===== config.mk =====
export PLATFORM = sky130hd
export DESIGN_NAME = blk_dma
export DESIGN_NICKNAME = d
export VERILOG_FILES = /design/src/rtl/blk_dma.sv
export SDC_FILE = /design/constraint.sdc
export NUM_CORES = 1
export LEC_CHECK = 0
export CAP_MARGIN = 10
export CORE_ASPECT_RATIO = 0.7
export CORE_MARGIN = 5
export CORE_UTILIZATION = 30
export CTS_BUF_LIST = sky130_fd_sc_hd__clkbuf_8
export DETAILED_ROUTE_END_ITERATION = 10
export GPL_TIMING_DRIVEN = 0
export SKIP_CTS_REPAIR_TIMING = 1
export SLEW_MARGIN = 15
export SYNTH_ARGS = -nofsm -noshare
export SYNTH_HDL_FRONTEND = slang
export SYNTH_SLANG_ARGS = --single-unit

===== constraint.sdc =====
create_clock -name clk -period 2.6 [get_ports clk]
set_input_delay 0.52 -clock clk [delete_from_list [all_inputs] [get_ports clk]]
set_output_delay 0.52 -clock clk [all_outputs]
set_load 0.01 [all_outputs]

===== src/rtl/blk_dma.sv =====
module blk_dma #(
  parameter int AW = 16,
  parameter int CW = 16,
  parameter int DW = 16
) (
  input  logic          clk,
  input  logic          rst_n,
  input  logic          reg_sel,
  input  logic [1:0]    reg_idx,
  input  logic          reg_wr,
  input  logic          reg_rd,
  input  logic [DW-1:0] reg_wdata,
  output logic [DW-1:0] reg_rdata,
  output logic          bus_req,
  input  logic          bus_grant,
  output logic [AW-1:0] mem_addr,
  output logic          mem_rd,
  output logic          mem_wr,
  output logic [DW-1:0] mem_wdata,
  input  logic [DW-1:0] mem_rdata,
  input  logic          dev_req,
  output logic          dev_ack,
  input  logic [DW-1:0] dev_din,
  output logic [DW-1:0] dev_dout,
  output logic          irq
);
  typedef enum logic [1:0] {S_IDLE, S_REQ, S_MOVE, S_GAP} st_t;

  st_t           state;
  logic [AW-1:0] addr_q;
  logic [CW-1:0] count_q;
  logic          dir_q, steal_q, irq_q;

  logic wr_en, busy, go_wr, xfer, last, own;

  assign wr_en = reg_sel & reg_wr;
  assign busy  = state != S_IDLE;
  assign go_wr = wr_en && reg_idx == 2'd2 && !busy && reg_wdata[0];
  assign own   = state == S_MOVE && bus_grant;
  assign xfer  = own && dev_req;
  assign last  = count_q == CW'(1);

  always_ff @(posedge clk) begin
    if (!rst_n) begin
      state   <= S_IDLE;
      addr_q  <= '0;
      count_q <= '0;
      dir_q   <= 1'b0;
      steal_q <= 1'b0;
      irq_q   <= 1'b0;
    end else begin
      case (state)
        S_IDLE: if (wr_en) begin
          case (reg_idx)
            2'd0: addr_q  <= reg_wdata[AW-1:0];
            2'd1: count_q <= reg_wdata[CW-1:0];
            2'd2: begin
              dir_q   <= reg_wdata[1];
              steal_q <= reg_wdata[2];
              irq_q   <= 1'b0;
              if (reg_wdata[0]) begin
                if (count_q == '0) irq_q <= 1'b1;
                else               state <= S_REQ;
              end
            end
            default: ;
          endcase
        end
        S_REQ: if (bus_grant) state <= S_MOVE;
        S_MOVE: if (xfer) begin
          addr_q  <= addr_q + AW'(1);
          count_q <= count_q - CW'(1);
          if (last) begin
            state <= S_IDLE;
            irq_q <= 1'b1;
          end else if (steal_q) begin
            state <= S_GAP;
          end
        end
        S_GAP: state <= S_REQ;
        default: state <= S_IDLE;
      endcase
    end
  end

  assign bus_req   = state == S_REQ || state == S_MOVE;
  assign mem_addr  = own ? addr_q : '0;
  assign mem_rd    = xfer & dir_q;
  assign mem_wr    = xfer & ~dir_q;
  assign dev_ack   = xfer;
  assign mem_wdata = mem_wr ? dev_din : '0;
  assign dev_dout  = mem_rd ? mem_rdata : '0;
  assign irq       = irq_q;

  always_comb begin
    reg_rdata = '0;
    if (reg_sel && reg_rd) begin
      case (reg_idx)
        2'd0: reg_rdata = DW'(addr_q);
        2'd1: reg_rdata = DW'(count_q);
        2'd2: reg_rdata = DW'({irq_q, steal_q, dir_q, busy});
        default: reg_rdata = '0;
      endcase
    end
  end

  assert_strobe_needs_grant_R5: assert property (@(posedge clk) disable iff (!rst_n)
    (mem_rd || mem_wr || dev_ack) |-> (bus_grant && bus_req));

  assert_ack_needs_req_R8: assert property (@(posedge clk) disable iff (!rst_n)
    dev_ack |-> dev_req);

  assert_addr_step_R3: assert property (@(posedge clk) disable iff (!rst_n)
    xfer |=> addr_q == $past(addr_q) + AW'(1));

  assert_count_step_R4: assert property (@(posedge clk) disable iff (!rst_n)
    xfer |=> count_q == $past(count_q) - CW'(1));

  assert_last_word_R10: assert property (@(posedge clk) disable iff (!rst_n)
    (xfer && last) |=> (!bus_req && irq));

  assert_steal_gap_R7: assert property (@(posedge clk) disable iff (!rst_n)
    (xfer && !last && steal_q) |=> !bus_req ##1 bus_req);

  assert_irq_holds_R9: assert property (@(posedge clk) disable iff (!rst_n)
    (irq && !(wr_en && reg_idx == 2'd2)) |=> irq);

  assert_zero_go_R11: assert property (@(posedge clk) disable iff (!rst_n)
    (go_wr && count_q == '0) |=> (irq && !bus_req));

  assert_busy_write_ignored_R12: assert property (@(posedge clk) disable iff (!rst_n)
    (busy && wr_en && reg_idx == 2'd0 && !xfer) |=> addr_q == $past(addr_q));
endmodule


==> impl_results.md <==
- Outcome: complete, no violations
- Critical path type: register to output port
- Placed cells: 672
- CTS Sinks: 37
- GRT Overall Usage: 20.68%
- Number of nets in the layout: just over 600
- Pre-CTS setup slack: -0.8222 ns
- RePlAce Congestion: just over 0.9
- PD cells: 331.0 nW/µm²
- Worst setup SP type: register
- Crit path cell chain: inv_1 > ha_4 > buf_6 > buf_6 > and3_1 > clkdlybuf4s50_1
- Row count: 30
- Max Clk Rate: 397.6 MHz
- Worst path bufs/invs: 4
- HP Class: register to register
- Largest area contributor in the netlist: dfxtp_1
- CTS Root Buffer Type: clkbuf_8
- Max layer used: met4
- Global route overflow: 0
- Main area contributors after synthesis: dfxtp_1 (25%), and3_1 (7.6%), nor2_1 (6.8%)
- DR WL/cell: 19.56 µm
- Worst Path Required: 2.08 ns
- Largest net degree at the start of global routing: 11
- Relative slew slack: between 40% and 50%
- Synth async-reset ratio: 0%
- WP data arrival: 2.00 ns
- Area Growth Syn to Fin: 57.79%
- RSZ-0062 raised after global routing: no
- Sequential area share after synthesis: 24.99%
- Worst Path Max Fanout: 10
- TritonCTS Buffers: 5
- Met3 routed WL: 1082 µm
- Worst path top cell family by delay: buffers and inverters
- Min Tclk post-route: 2.515 ns
- Synth cell count leaders: nor2_1 (54), a21oi_1 (39), dfxtp_1 (37), and3_1 (36), nand2_1 (32)
- I/O Buffers: 124
- Routed wire length: 13280 µm
- CTS tree: yes
- Post-DRT Antenna Nets: 0
- Clk buf depth: 2
- Post-Synthesis Net Count: 483
- YS warnings: 0
- DIE AREA: 12000 µm²
- Worst-Margin Slew: 0.7581 ns
- First-pass GRT wire length: 19530 µm
- Total core area: 9684 µm²
- Vias in the first global route: 3475
- Max-slew violations: 0
- Leakage: 0.002754 µW
- Max stage delay on crit path: 0.56 ns
- Yosys top cell area share: around a quarter
- Hold Violations, Final: 0
- Met2 wire length: 5939 µm
- Most common cell in the netlist: nor2_1
- Post-route clock period utilization: between 90% and 100%
- Chip Width: approximately 130 µm
- Synthesized area: approximately 3000 µm²
- Post-DP HPWL: 10200 µm
- Skew final: 0.004949 ns
- Clock Latency Late Sink: 0.31 ns
- Syn Inst Count: 420
- Share of the core filled with cells: 48.29%
- Most used cell, CP: buf_6
- Worst reg-to-reg setup slack: 0.22 ns
- Syn Area/Cell: 7.057 µm²
- Netlist cell types: 59
- Worst setup margin: roughly 0.085 ns
- MaxCap Viol Count: 0
- Slowest CP cell: clkdlybuf4s50_1
- Via density per instance: 5.652
- Synth Flop Type: dfxtp_1
- Io pins: 126
- Worst VDD drop: 0.2202 mV
- Crit. End Element: output port
- Non-Filler Instances: 679
- Drt pass-1 iters: 5
- H-tree depth: 2
- Antenna Cells: 0
- DRC violations left: 0
- # setup viols final: 0
- Share of post-route cells with drive strength above 1: about 6.7%
- Starting Density: 30.61%
- Met1 wire length: between 6000 and 7000 µm
- Synth Register Bits: 37
- Fillcell total: 971
- Number of flops mapped to enable cells by yosys: 0
- Initial antenna violation count: 0
- DR iter-0 viols: 349
- Height of the die: 93.17 µm
- Vias: roughly 3.8k
- Clock transition at the registers of the reported paths: around 0.080 ns
state kept, by name, indices dropped and copies added (netlist names):
| signal | flops |
|---|---|
| addr_q | 16 |
| dir_q | 1 |
| irq | 1 |
| steal_q | 1 |
| count_q | 16 |
| state | 2 |
cell families (layout without fill, tap and decap cells):
family                   Yosys count  in the layout  synth area share [%]
multiplexers                      18             18                 6.078
AO/OA/AOI/OAI                    118            118                 25.41
AND/OR/NAND/NOR                  198            198                 35.16
flip-flops                        37             37                 24.99
adder cells (fa/ha/maj)            6              6                 2.533
buffers and inverters             43            174                 5.825
through the flow:
| step | setup TNS, ns | cell area [µm²] | hold slack [ns] | total power, µW |
|---|---|---|---|---|
| after global placement | -31.40 | 4365 | 0.4731 | 1113 |
| after detailed placement | -34.44 | 4365 | 0.4848 | 1117 |
| after floorplan | 0 | 2964 | 0.4488 | 911.5 |
| after CTS | -37.77 | 4446 | 0.4962 | 1526 |
| final | 0 | 4677 | 0.5057 | 1548 |
| after global routing | 0 | 4677 | 0.5249 | 1604 |
layout make-up:
type                            instances  area [µm²]  area share (%)
Clock inverter                          3       11.26          0.2408
Timing Repair Buffer                  125        1386           29.64
Sequential cell                        37       740.7           15.84
Inverter                               10       37.54          0.8026
Multi-Input combinational cell        340        2098           44.86
Clock buffer                            5       68.82           1.471
Tap cell                              128       160.2           3.424
Buffer                                 31       173.9           3.719
final timing paths:
path	startpoint	endpoint	cells past startpoint
setup / recovery	state[0]	mem_addr[1]	6
hold / removal	count_q[14]	count_q[14]	2
setup reg to reg	state[0]	count_q[15]	7
hold reg to reg	count_q[14]	count_q[14]	2
tightest hold or removal path, cell delays in order (launching register included):
cell     delay (ns)
dfxtp_1        0.35
nand2_1        0.07
o21ai_1        0.05
report_power, final:
part / total [µW] / internal [µW] / switching [µW]
clock: 420 / 179 / 240
sequential: 653 / 602 / 51.4
combinational: 475 / 220 / 256
total: 1550 / 1000 / 547
cell usage in the layout, fill, tap and decap left out, drive strengths merged, types with 18 or more instances in the layout:
cell	instances
a21oi	40
nand2	32
and3	36
clkdlybuf4s50	69
o21ai	25
dfxtp	37
clkbuf	24
dlymetal6s2s	55
mux2i	18
nor2	54
layer usage:
layer	global-route usage (%)	vias to the layer above
li1	-	1803
met1	30.14	1842
met2	29.57	174
met3	5.594	19
met4	5.857	0
met5	0	-
(Power assumes the default switching activity.)
